## config.mk

```make
export PLATFORM = sky130hd
export DESIGN_NAME = whc_engine
export DESIGN_NICKNAME = d
export VERILOG_FILES = /design/src/rtl/whc_pkg.sv /design/src/rtl/whc_seq.sv /design/src/rtl/whc_bfly.sv /design/src/rtl/whc_engine.sv
export SDC_FILE = /design/constraint.sdc
export NUM_CORES = 1
export LEC_CHECK = 0
export CAP_MARGIN = 0
export CORE_AREA = 2 2 107 83
export DETAILED_ROUTE_END_ITERATION = 12
export DIE_AREA = 0 0 109 85
export GPL_TIMING_DRIVEN = 0
export PLACE_DENSITY_LB_ADDON = 0.12
export SYNTH_ARGS = -nofsm -noshare
export SYNTH_HDL_FRONTEND = slang
export SYNTH_SLANG_ARGS = --single-unit
```

## constraint.sdc

```tcl
create_clock -name clk -period 4.4 [get_ports clk]
set_input_delay 0.44 -clock clk [delete_from_list [all_inputs] [get_ports clk]]
set_output_delay 0.44 -clock clk [all_outputs]
set_load 0.01 [all_outputs]
```

## src/rtl/whc_pkg.sv

```systemverilog
package whc_pkg;

    typedef enum logic [1:0] {
        WHC_IDLE = 2'd0,
        WHC_RUN  = 2'd1,
        WHC_HOLD = 2'd2
    } whc_state_e;

    typedef struct packed {
        logic load;
        logic step;
    } whc_ctl_t;

    function automatic int unsigned whc_idx_bits(input int unsigned n);
        return (n > 1) ? $clog2(n) : 1;
    endfunction

endpackage

```

## src/rtl/whc_seq.sv

```systemverilog
module whc_seq
    import whc_pkg::*;
#(
    parameter int unsigned NVAR = 3,
    localparam int unsigned SW = whc_idx_bits(NVAR)
) (
    input  logic          clk,
    input  logic          rst,
    input  logic          start,
    output whc_ctl_t      ctl,
    output logic [SW-1:0] stage,
    output logic          busy,
    output logic          done
);

    whc_state_e    st_q;
    logic [SW-1:0] stage_q;
    logic          last_stage;

    assign last_stage = (stage_q == SW'(NVAR - 1));

    always_comb begin
        ctl.load = start && (st_q != WHC_RUN);
        ctl.step = (st_q == WHC_RUN);
    end

    always_ff @(posedge clk) begin
        if (rst) begin
            st_q    <= WHC_IDLE;
            stage_q <= '0;
        end else if (ctl.load) begin
            st_q    <= WHC_RUN;
            stage_q <= '0;
        end else if (st_q == WHC_RUN) begin
            if (last_stage) begin
                st_q    <= WHC_HOLD;
                stage_q <= '0;
            end else begin
                stage_q <= stage_q + 1'b1;
            end
        end
    end

    assign stage = stage_q;
    assign busy  = (st_q == WHC_RUN);
    assign done  = (st_q == WHC_HOLD);

endmodule

```

## src/rtl/whc_bfly.sv

```systemverilog
module whc_bfly
    import whc_pkg::*;
#(
    parameter int unsigned NVAR = 3,
    parameter int unsigned W    = NVAR + 2,
    localparam int unsigned NE  = 1 << NVAR,
    localparam int unsigned SW  = whc_idx_bits(NVAR)
) (
    input  logic [NE*W-1:0] vals_i,
    input  logic [SW-1:0]   stage,
    output logic [NE*W-1:0] vals_o
);

    logic signed [W-1:0] cand [NVAR][NE];

    for (genvar s = 0; s < NVAR; s++) begin : g_stage
        localparam int unsigned HB = 1 << s;
        for (genvar j = 0; j < NE; j++) begin : g_elem
            localparam int unsigned PJ = j ^ HB;
            if ((j & HB) == 0) begin : g_lo
                assign cand[s][j] = $signed(vals_i[j*W +: W]) + $signed(vals_i[PJ*W +: W]);
            end else begin : g_hi
                assign cand[s][j] = $signed(vals_i[j*W +: W]) - $signed(vals_i[PJ*W +: W]);
            end
        end
    end

    always_comb begin
        vals_o = vals_i;
        for (int s = 0; s < NVAR; s++) begin
            if (stage == SW'(s)) begin
                for (int j = 0; j < NE; j++) begin
                    vals_o[j*W +: W] = cand[s][j];
                end
            end
        end
    end

endmodule

```

## src/rtl/whc_engine.sv

```systemverilog
module whc_engine
    import whc_pkg::*;
#(
    parameter int unsigned NVAR = 3,
    localparam int unsigned W  = NVAR + 2,
    localparam int unsigned NE = 1 << NVAR,
    localparam int unsigned SW = whc_idx_bits(NVAR)
) (
    input  logic           clk,
    input  logic           rst,
    input  logic           start,
    input  logic [NE-1:0]  truth_tbl,
    output logic           busy,
    output logic           done,
    output logic [NE*W-1:0] coef
);

    whc_ctl_t       ctl;
    logic [SW-1:0]  stage;
    logic [NE*W-1:0] arr_q;
    logic [NE*W-1:0] arr_nx;
    logic [NE*W-1:0] bipolar;

    whc_seq #(.NVAR(NVAR)) seq_i (
        .clk   (clk),
        .rst   (rst),
        .start (start),
        .ctl   (ctl),
        .stage (stage),
        .busy  (busy),
        .done  (done)
    );

    whc_bfly #(.NVAR(NVAR), .W(W)) bfly_i (
        .vals_i (arr_q),
        .stage  (stage),
        .vals_o (arr_nx)
    );

    for (genvar j = 0; j < NE; j++) begin : g_bip
        assign bipolar[j*W +: W] = {{(W-1){~truth_tbl[j]}}, 1'b1};
    end

    always_ff @(posedge clk) begin
        if (rst) begin
            arr_q <= '0;
        end else if (ctl.load) begin
            arr_q <= bipolar;
        end else if (ctl.step) begin
            arr_q <= arr_nx;
        end
    end

    assign coef = arr_q;

endmodule

```

# Word-level counts from Yosys, hierarchy flattened
# Cells that the tools add are included.
# Widths: inputs -> output; s select.
# op_classes
addsub	25
eq_ne	5
mux	9
bitwise	8
n_reduce_logical	9
# ops
operator	count
$mux 40	5
$add 5x5->5	12
$sub 5x5->5	12
$not 1->1	8
$reduce_and 2->1	3
$eq 2x1->1 const B	2
$eq 2x2->1 const B	2
$reduce_bool 2->1	2
$reduce_bool 4->1	1
$mux 1	3
$add 2x1->2 const B	1
$logic_not 2->1	1
$mux 2	1
$ne 2x1->1 const B	1
$reduce_or 2->1	1
$logic_and 1x1->1	1
# totals
ff_bits	44
in_bits	11
output_inout_bits	42

# Logic depth before layout (Yosys ltp)
# Gate-level depths: netlist of run 1.
# depth
ltp_word	6
depth_mapped	18

# Cells and area by module
# Synthesis of run 1 repeated with hierarchy kept, for this count alone.
# unflattened
hier_cells	725
area_unflattened_um2	6523.8
# modules_own_cells
mod	n_inst	cells_per_inst	area_each_um2
whc_bfly	1	562	4654.5
whc_engine	1	141	1677.9
whc_seq	1	22	191.4

# Least setup slack after synthesis of run 1
# No wires, ideal clock.
# synth_path
path_type	flip-flop to flip-flop
startpoint	register seq_i.stage_q[0] (netlist: seq_i.stage[0])
endpoint	register arr_q[24] (netlist: coef[24])
setup_time_ns	0.074
arrival_time_ns	3.248
setup_slack_ns	1.078
path_stages_with_launch	16
cell_sequence	dfxtp_1 -> buf_2 -> nor2b_1 -> clkbuf_1 -> clkbuf_1 -> mux2i_1 -> ha_1 -> xor2_1 -> nor2_1 -> a221oi_1 -> ha_1 -> a21o_1 -> a21oi_1 -> xnor2_1 -> or3_1 -> a31oi_1
# synth_between
elab_chain_cells	5
elab_cells_between_ends	9
cone_classes	2 x eq/ne; 4 x mux; 3 x reduce/logical
# synth_lines
item	line	rtl
start: declaration	whc_seq.sv:17	logic [SW-1:0] stage_q;
start signal: assignment	whc_seq.sv:39	stage_q <= stage_q + 1'b1;
$eq 2x1->1	whc_bfly.sv:31	if (stage == SW'(s)) begin
$mux 40 (2 in a row)	whc_bfly.sv:31	
$mux 40	whc_engine.sv:49	end else if (ctl.step) begin
$mux 40	whc_engine.sv:47	end else if (ctl.load) begin
end signal: assignment	whc_engine.sv:48	arr_q <= bipolar;
end signal: assignment	whc_engine.sv:50	arr_q <= arr_nx;
end: declaration	whc_engine.sv:20	logic [NE*W-1:0] arr_q;
# Parallel ways exist; a longest one is shown, timed or not. The select of a mux whose other input is x is not followed.
# A chain may end at the register's enable or synchronous reset.

# Final worst setup path of run 1
# Ends and elaborated chain as after synthesis.

==> flow_metrics.tcl, run 1 <==
set metrics [dict create \
    hold_viol_final 0 \
    grt_max_degree 13 \
    max_stage_delay_ns 0.50 \
    die_area_sq_um 9270 \
    die_y_um 85 \
    syn_avg_cell_area_sq_um 7.44 \
    post_drt_via_cell_ratio 6.23 \
    finalSetupTns_ns 0 \
    multi_input_comb_area_sq_um 3260 \
    final-seq-area_sq_um 881 \
    clock.fmax_mhz 243 \
    hp-class "reg2reg" \
    antennaDiodeCount 0 \
    cts_buffers 5 \
    post_drt_wl_per_cell_um 22.9 \
    yosys_warnings 0 \
    layout.nets 710 \
    fin_crit_sh 0.934 \
    htreeDepth 2 \
    grt_overflow 0 \
    rsz0062_at_grt "no" \
    grtUsageTotal 0.394 \
    critical_path_class "reg2reg" \
    area_delta_synth_final_pct 16.4 \
    pin_count 53 \
    yosys_register_bits 44 \
    synth_top_area_frac 0.200 \
    dp_hpwl_um 12800 \
    path_cells "buf_2, nor2b_1, clkbuf_1, clkbuf_1, mux2i_1, ha_1, xor2_1, nor2_1, a221oi_1, ha_1, a21o_1, a21oi_1, xnor2_1, or3_1, a31oi_1" \
    core_sq_um 8240 \
    cts_setup_buffers 0 \
    reg2reg_slack_ns 0.29 \
    first_pass_iters 5 \
    cp_max_fo 10 \
    cp_top_family "buffers and inverters" \
    maxCapViolations 0 \
    end_kind "register" \
    rows 29 \
    drt_wl_total_um 17400 \
    start_util 0.535 \
    fp.dieW_um 109 \
    r2r_cells 15 \
    cts_buffer_depth 2 \
    worstReg2RegEnd "coef[24]" \
    slew_headroom 0.433 \
    cts_tree "yes" \
    hold_buffers 0 \
    vias 4728 \
    cts_sinks 44 \
    synth_area_leaders "dfxtp_1 (20%), ha_1 (11%), a21oi_1 (7.9%)" \
    dp.cells 752 \
    routabilityCongestion 1.03 \
    crit_end "coef[24]" \
    yosysUniqueCellTypes 47 \
    irDropWorstVdd_mv 0.259 \
    outcome "complete, no violations" \
    port_buffers 51 \
    grt_pass1_wl_um 26800 \
    cts_resized 0 \
    antenna_found_initial 0 \
    synth_top_area_cell "dfxtp_1" \
    layout-drive-gt1-share 0.0323 \
    r2r_start "seq_i.stage[0]" \
    fin_crit_ns 4.11 \
    instances_no_fill 759 \
    ant_nets 0 \
    dr.first_iter.drc_count 487 \
    required_ns 4.64 \
    synth_area_sq_um 4410 \
    insertion_delay_ns 0.31 \
    path_buf_inv 3 \
    synthCells 593 \
    syn_nets 652 \
    power.density_nw_per_um2 413 \
    fin_skew_ns 0.0119 \
    grt_pass1_vias 4737 \
    fill_cells 761 \
    cts_root_buffer "clkbuf_8" \
    start_kind "register" \
    leakage_nw 2.14 \
    synth_seq_area_share 0.200 \
    drc 0 \
    cp.arrival_ns 4.35 \
    cp_slowest_cell "clkbuf_1" \
    startpoint "seq_i.stage[0]" \
    cp.depth 15 \
    drv_slew 0 \
    setup_viol 0 \
    path_clk_slew_ns 0.09 \
    tightestPinTransition_ns 0.850 \
]
cell usage in the layout (no fill, tap or decap), drive strengths merged, types with 22 or more instances in the layout:
cell	netlist	routed
xor2	28	28
a21o	22	22
o21ai	49	49
inv	33	33
clkdlybuf4s50	0	51
clkbuf	28	34
nand2	62	62
a21oi	70	70
ha	40	40
dfxtp	44	44
xnor2	25	25
nor2	50	50
routing by layer:
layer  track usage  vias up  wire [um]
met3        0.0952       57       1920
met4         0.207        0        875
met5             0        -          0
met1         0.521     2211       7080
met2         0.595      275       7510
li1              -     2185          -
registers in the layout (all words and copies together), names as in the netlist:
| name | flops |
|---|---|
| seq_i.st_q | 2 |
| coef | 40 |
| seq_i.stage | 2 |
worst min path at each step:
stage | start | to | slack, ns | cells past startpoint
floorplan | seq_i.st_q[0] | seq_i.st_q[0] | 0.49 | 2
global placement | seq_i.st_q[0] | seq_i.st_q[0] | 0.51 | 2
detailed placement | seq_i.st_q[0] | seq_i.st_q[0] | 0.53 | 2
CTS | seq_i.st_q[0] | seq_i.st_q[0] | 0.54 | 2
global route | seq_i.st_q[0] | seq_i.st_q[0] | 0.56 | 2
finish | seq_i.st_q[0] | seq_i.st_q[0] | 0.55 | 2
cells by family (layout without fill, tap and decap cells):
| family | count (synthesis) | in the layout | share of synthesized area |
|---|---|---|---|
| AO/OA/AOI/OAI | 190 | 190 | 0.257 |
| XOR/XNOR | 53 | 53 | 0.105 |
| adder cells (fa/ha/maj) | 48 | 48 | 0.150 |
| buffers and inverters | 69 | 127 | 0.0616 |
| flip-flops | 44 | 44 | 0.200 |
| multiplexers | 21 | 21 | 0.0499 |
| AND/OR/NAND/NOR | 168 | 168 | 0.176 |
cell usage after synthesis, drive strengths merged:
cell	number
o21a	5
o21bai	1
ha	40
clkbuf	28
nor2	50
nor3	16
or3	2
nand2b	5
and3	1
a21o	22
o2111ai	1
nand4b	1
xnor2	25
a221oi	3
a21oi	70
inv	33
a211oi	13
o22a	3
nor2b	12
and4	1
a31oi	10
and2	6
nor3b	8
o211a	1
mux2	2
o211ai	4
xor2	28
fa	8
nand3	3
nand2	62
mux2i	19
o221ai	1
dfxtp	44
o21ai	49
buf	8
a22oi	3
or4	1
o22ai	4
worst register-to-register path, delay by kind of cell, from the launching register on:
kind	cells	cell delay, ns
flip-flops	1	0.31
XOR/XNOR	2	0.25
adder cells (fa/ha/maj)	2	0.59
multiplexers	1	0.28
buffers and inverters	3	1.17
AO/OA/AOI/OAI	4	0.78
AND/OR/NAND/NOR	3	0.64
where the power goes:
| part | total, W | switching, W | internal, W |
|---|---|---|---|
| Sequential | 0.000596 | 0.000144 | 0.000452 |
| Combinational | 0.00126 | 0.000678 | 0.000585 |
| Clock | 0.000259 | 0.000151 | 0.000109 |
| Total | 0.00212 | 0.000972 | 0.00115 |
layout make-up:
class / instances / share of cell area
multi-input combinational: 480 / 0.635
sequential: 44 / 0.172
timing repair buffer: 51 / 0.0994
buffer: 36 / 0.0288
tap: 108 / 0.0263
inverter: 33 / 0.0241
clock buffer: 6 / 0.0141
clock inverter: 1 / 0.000975
per-stage QoR:
| step | area [sq um] | total power, W | hold slack (ns) | setup slack (ns) | utilization |
|---|---|---|---|---|---|
| global placement | 5060 | 0.00180 | 0.506 | 0.418 | 0.614 |
| detailed placement | 5060 | 0.00183 | 0.527 | 0.412 | 0.614 |
| CTS | 5130 | 0.00210 | 0.540 | 0.375 | 0.623 |
| finish | 5130 | 0.00212 | 0.553 | 0.292 | 0.623 |
| floorplan | 4410 | 0.00143 | 0.491 | 1.08 | - |
| global route | 5130 | 0.00228 | 0.565 | 0.0256 | 0.623 |
No activity file was read; power rests on OpenSTA's default activity.
==> run 2, diff against run 1 <==
Settings changed: CTS_BUF_LIST set to sky130_fd_sc_hd__clkbuf_8, SLEW_MARGIN set to 15.
==> flow_metrics.tcl, run 2 (synthesized netlist as in run 1, its figures left out) <==
set metrics [dict create \
    post_drt_wl_per_cell_um 22.9 \
    port_buffers 51 \
    end_kind "register" \
    cts_buffer_depth 2 \
    cts_resized 0 \
    cts_setup_buffers 0 \
    r2r_cells 15 \
    die_area_sq_um 9270 \
    htreeDepth 2 \
    fin_crit_sh 0.932 \
    start_kind "register" \
    die_y_um 85 \
    tightestPinTransition_ns 0.853 \
    grt_pass1_vias 4737 \
    path_cells "buf_2, nor2b_1, clkbuf_1, clkbuf_1, mux2i_1, ha_1, xor2_1, nor2_1, a221oi_1, ha_1, a21o_1, a21oi_1, xnor2_1, or3_1, a31oi_1" \
    cts_root_buffer "clkbuf_8" \
    antennaDiodeCount 0 \
    rsz0062_at_grt "no" \
    cp.arrival_ns 4.34 \
    fill_cells 761 \
    largest_register_ffs 40 \
    irDropWorstVdd_mv 0.259 \
    worstReg2RegEnd "coef[24]" \
    maxCapViolations 0 \
    layout-drive-gt1-share 0.0323 \
    fp.dieW_um 109 \
    grt_pass1_wl_um 26800 \
    min_path_cells 2 \
    hold_buffers 0 \
    most-common-layout-cells "a21oi_1 (70), nand2_1 (61), clkdlybuf4s50_1 (51), nor2_1 (50), o21ai_0 (49)" \
    grt_max_degree 13 \
    power.density_nw_per_um2 413 \
    dr.first_iter.drc_count 488 \
    crit_end "coef[24]" \
    cts_tree "yes" \
    finalSetupTns_ns 0 \
    first_pass_iters 5 \
    fin_crit_ns 4.10 \
    leakage_nw 2.15 \
    cts_buffers 5 \
    setup_viol 0 \
    cp_slowest_cell "clkbuf_1" \
    fin_skew_ns 0.0125 \
    r2r_start "seq_i.stage[0]" \
    dp.cells 752 \
    critical_path_class "reg2reg" \
    cp_max_fo 10 \
    post_drt_via_cell_ratio 6.23 \
    vias 4726 \
    path_clk_slew_ns 0.09 \
    layout.nets 710 \
    antenna_found_initial 0 \
    final_common_cell "a21oi_1" \
    dp_hpwl_um 12800 \
    startpoint "seq_i.stage[0]" \
    reg2reg_slack_ns 0.30 \
    slew_headroom 0.432 \
    ant_nets 0 \
    instances_no_fill 759 \
    grtUsageTotal 0.394 \
    cts_sinks 44 \
    clock.fmax_mhz 244 \
    pin_count 53 \
    drc 0 \
    core_sq_um 8240 \
    area_delta_synth_final_pct 16.4 \
    grt_overflow 0 \
    drt_wl_total_um 17400 \
    max_stage_delay_ns 0.50 \
    outcome "complete, no violations" \
    routabilityCongestion 1.03 \
    start_util 0.535 \
    rows 29 \
    drv_slew 0 \
    insertion_delay_ns 0.31 \
    hold_viol_final 0 \
    required_ns 4.64 \
    worstHoldStart "seq_i.st_q[0]" \
    hp-class "reg2reg" \
]
## run 2: how the worst min path moves through the flow
| stage | endpoint | slack, ns |
|---|---|---|
| floorplan | seq_i.st_q[0] | 0.49 |
| global placement | seq_i.st_q[0] | 0.51 |
| detailed placement | seq_i.st_q[0] | 0.53 |
| CTS | seq_i.st_q[0] | 0.54 |
| global route | seq_i.st_q[0] | 0.56 |
| finish | seq_i.st_q[0] | 0.55 |
## run 2: final cells by class
type | count | area, sq um | area share
sequential | 44 | 881 | 0.172
clock buffer | 5 | 68.8 | 0.0134
timing repair buffer | 51 | 510 | 0.0994
multi-input combinational | 480 | 3260 | 0.635
clock inverter | 2 | 8.76 | 0.00171
inverter | 33 | 124 | 0.0241
tap | 108 | 135 | 0.0263
buffer | 36 | 148 | 0.0288
## run 2: power breakdown
part | switching, W | internal (W)
sequential | 0.000145 | 0.000452
combinational | 0.000680 | 0.000585
clock | 0.000151 | 0.000106
## run 2: routing by layer
metal | routed length [um] | share of wire | global-route usage | up-vias
li1 | - | - | - | 2184
met3 | 1920 | 0.11 | 0.0952 | 60
met1 | 7180 | 0.41 | 0.521 | 2205
met5 | 0 | 0 | 0 | -
met2 | 7450 | 0.43 | 0.595 | 277
met4 | 875 | 0.050 | 0.207 | 0
## run 2: per-stage QoR
step	hold slack, ns	setup WS (ns)	power, W	util	area, sq um
after floorplan	0.491	1.08	0.00143	-	4410
after global placement	0.506	0.418	0.00180	0.614	5060
after detailed placement	0.527	0.412	0.00183	0.614	5060
after CTS	0.540	0.375	0.00210	0.623	5130
after global routing	0.565	0.0256	0.00228	0.623	5130
final	0.553	0.299	0.00212	0.623	5130
## run 2: worst max-delay path: cells and delay by family, from the launching register on
kind	cells	cell delay (ns)
AO/OA/AOI/OAI	4	0.77
AND/OR/NAND/NOR	3	0.65
XOR/XNOR	2	0.25
flip-flops	1	0.31
buffers and inverters	3	1.17
adder cells (fa/ha/maj)	2	0.59
multiplexers	1	0.28
==> run 3, diff against run 2 <==
Settings changed: ABC_AREA set to 1, CORE_AREA 2 2 107 83 to 2 2 106 82, DIE_AREA 0 0 109 85 to 0 0 108 84, REMOVE_ABC_BUFFERS set to 1.
==> flow_metrics.tcl, run 3 <==
set metrics [dict create \
    synth_top_area_frac 0.204 \
    post_drt_wl_per_cell_um 16.7 \
    r2r_start "seq_i.stage[0]" \
    outcome "complete, no violations" \
    fin_skew_ns 0.00946 \
    slew_headroom 0.370 \
    rows 29 \
    worstHoldStart "seq_i.st_q[1]" \
    cp_max_fo 46 \
    synth_area_leaders "dfxtp_1 (20%), ha_1 (12%), nand2_1 (9.7%)" \
    synth_top_flop_cell "dfxtp_1" \
    dp.cells 765 \
    dr.first_iter.drc_count 422 \
    final_common_cell "nand2_1" \
    most-common-layout-cells "nand2_1 (111), inv_1 (89), nand3_1 (52), clkdlybuf4s50_1 (51), a21oi_1 (50)" \
    cts_root_buffer "clkbuf_8" \
    rsz0062_at_grt "no" \
    p_comb_frac 0.574 \
    finalSetupTns_ns 0 \
    cp_top_family "buffers and inverters" \
    fin_crit_ns 3.85 \
    r2r_cells 15 \
    irDropWorstVdd_mv 0.246 \
    path_cells "inv_2, nand2_2, clkinv_1, o21ai_0, ha_1, inv_1, fa_1, inv_1, nand3_1, nand2_1, xor2_1, inv_1, nand3_1, nand3_1, a21oi_1" \
    max_stage_delay_ns 0.72 \
    worstReg2RegEnd "coef[14]" \
    port_buffers 52 \
    drt_wl_total_um 12900 \
    vias 4572 \
    tightestPinTransition_ns 0.944 \
    cts_sinks 44 \
    synth_top_area_cell "dfxtp_1" \
    cts_buffers 5 \
    grtUsageTotal 0.292 \
    layout-drive-gt1-share 0.0827 \
    path_clk_slew_ns 0.10 \
    antenna_found_initial 0 \
    htreeDepth 2 \
    end_kind "register" \
    yosysMostFrequentCell "nand2_1" \
    synthCells 631 \
    die_y_um 84 \
    p_switching_w 0.00108 \
    leakage_nw 2.33 \
    final_area_sq_um 4950 \
    hold_buffers 0 \
    grt_overflow 0 \
    hold_end "seq_i.st_q[1]" \
    yosys_register_bits 44 \
    critical_path_class "reg2reg" \
    cp_slowest_cell "clkinv_1" \
    cts_tree "yes" \
    fp.dieW_um 108 \
    cp.arrival_ns 4.09 \
    start_kind "register" \
    yosys_warnings 0 \
    place_ws_ns 0.643 \
    synth_area_sq_um 4310 \
    largest_register_ffs 40 \
    power.density_nw_per_um2 489 \
    fin_crit_sh 0.875 \
    maxCapViolations 0 \
    synth_seq_area_share 0.204 \
    grt_pass1_wl_um 20700 \
    first_pass_iters 5 \
    reg2reg_slack_ns 0.55 \
    grt_max_degree 49 \
    setup_viol 0 \
    die_area_sq_um 9070 \
    drv_slew 0 \
    netlist_top_cells_count "nand2_1 (111), inv_1 (89), nand3_1 (52)" \
    routabilityCongestion 0.953 \
    antennaDiodeCount 0 \
    area_delta_synth_final_pct 14.9 \
    path_buf_inv 5 \
    hold_viol_final 0 \
    instances_no_fill 773 \
    required_ns 4.64 \
    min_path_cells 2 \
    dp_hpwl_um 9520 \
    layout.nets 723 \
    hp-class "reg2reg" \
    seqPwrFrac 0.243 \
    ant_nets 0 \
    yosysUniqueCellTypes 37 \
    insertion_delay_ns 0.31 \
    synthArstFlopShare 0 \
    switching_share 0.446 \
    pin_count 53 \
    dpl_cell_area_sq_um 4790 \
    start_util 0.528 \
    post_drt_via_cell_ratio 5.91 \
    syn_avg_cell_area_sq_um 6.83 \
    synth-edff-count 0 \
    p_int_w 0.00134 \
    fin_ws_ns 0.551 \
    cts_setup_buffers 0 \
    cts_buffer_depth 2 \
    cts_resized 0 \
    drc 0 \
    core_sq_um 8160 \
    grt_pass1_vias 4095 \
    pwr-share-clk 0.184 \
    clock.fmax_mhz 260 \
]
## run 3: layout make-up
| cell class | instances | area, sq um |
|---|---|---|
| Clock buffer | 5 | 68.8 |
| Multi-Input combinational cell | 466 | 2900 |
| Timing Repair Buffer | 52 | 515 |
| Tap cell | 108 | 135 |
| Inverter | 95 | 357 |
| Clock inverter | 3 | 90.1 |
| Sequential cell | 44 | 881 |
| Fill cell | 795 | 3210 |
## run 3: how the worst max path moves through the flow
| stage | depth (start not counted) | startpoint | to | slack, ns |
|---|---|---|---|---|
| global placement | 15 | seq_i.stage[0] | coef[14] | 0.68 |
| floorplan | 14 | seq_i.stage[0] | coef[19] | 1.44 |
| finish | 15 | seq_i.stage[0] | coef[14] | 0.55 |
| detailed placement | 15 | seq_i.stage[0] | coef[14] | 0.64 |
| CTS | 15 | seq_i.stage[0] | coef[14] | 0.60 |
| global route | 15 | seq_i.stage[0] | coef[14] | 0.25 |
## run 3: cells by family after synthesis
group | after synthesis | synth area share
buf+inv | 121 | 0.122
flops | 44 | 0.204
xor+xnor | 18 | 0.0366
compound gates | 168 | 0.245
fa+ha+maj | 48 | 0.153
simple gates | 232 | 0.239
## run 3: power groups by stage
stage          combinational, W  clock, W  sequential (W)
6_report                0.00139  0.000445        0.000588
5_1_grt                 0.00157  0.000468        0.000594
4_1_cts                 0.00138  0.000452        0.000583
3_5_place_dp            0.00137         0        0.000591
3_3_place_gp            0.00133         0        0.000591
2_1_floorplan          0.000970         0        0.000582
## run 3: worst register-to-register path: cells and delay by family (launching register included)
family	cells	cell delay [ns]
fa+ha+maj	2	0.60
simple gates	5	0.94
compound gates	2	0.60
flops	1	0.43
buf+inv	5	1.03
xor+xnor	1	0.18
## run 3: routing by layer
| metal | wire (um) | GRT usage |
|---|---|---|
| met1 | 5700 | 0.424 |
| met2 | 5680 | 0.437 |
| met3 | 1270 | 0.0445 |
| met4 | 294 | 0.0967 |
| met5 | 0 | 0 |
## run 3: through the flow
stage          total power (W)  utilization  hold slack, ns
5_1_grt                0.00263        0.606           0.523
3_5_place_dp           0.00196        0.587           0.481
3_3_place_gp           0.00192        0.588           0.469
2_1_floorplan          0.00155            -           0.455
6_report               0.00242        0.606           0.494
4_1_cts                0.00241        0.606           0.498
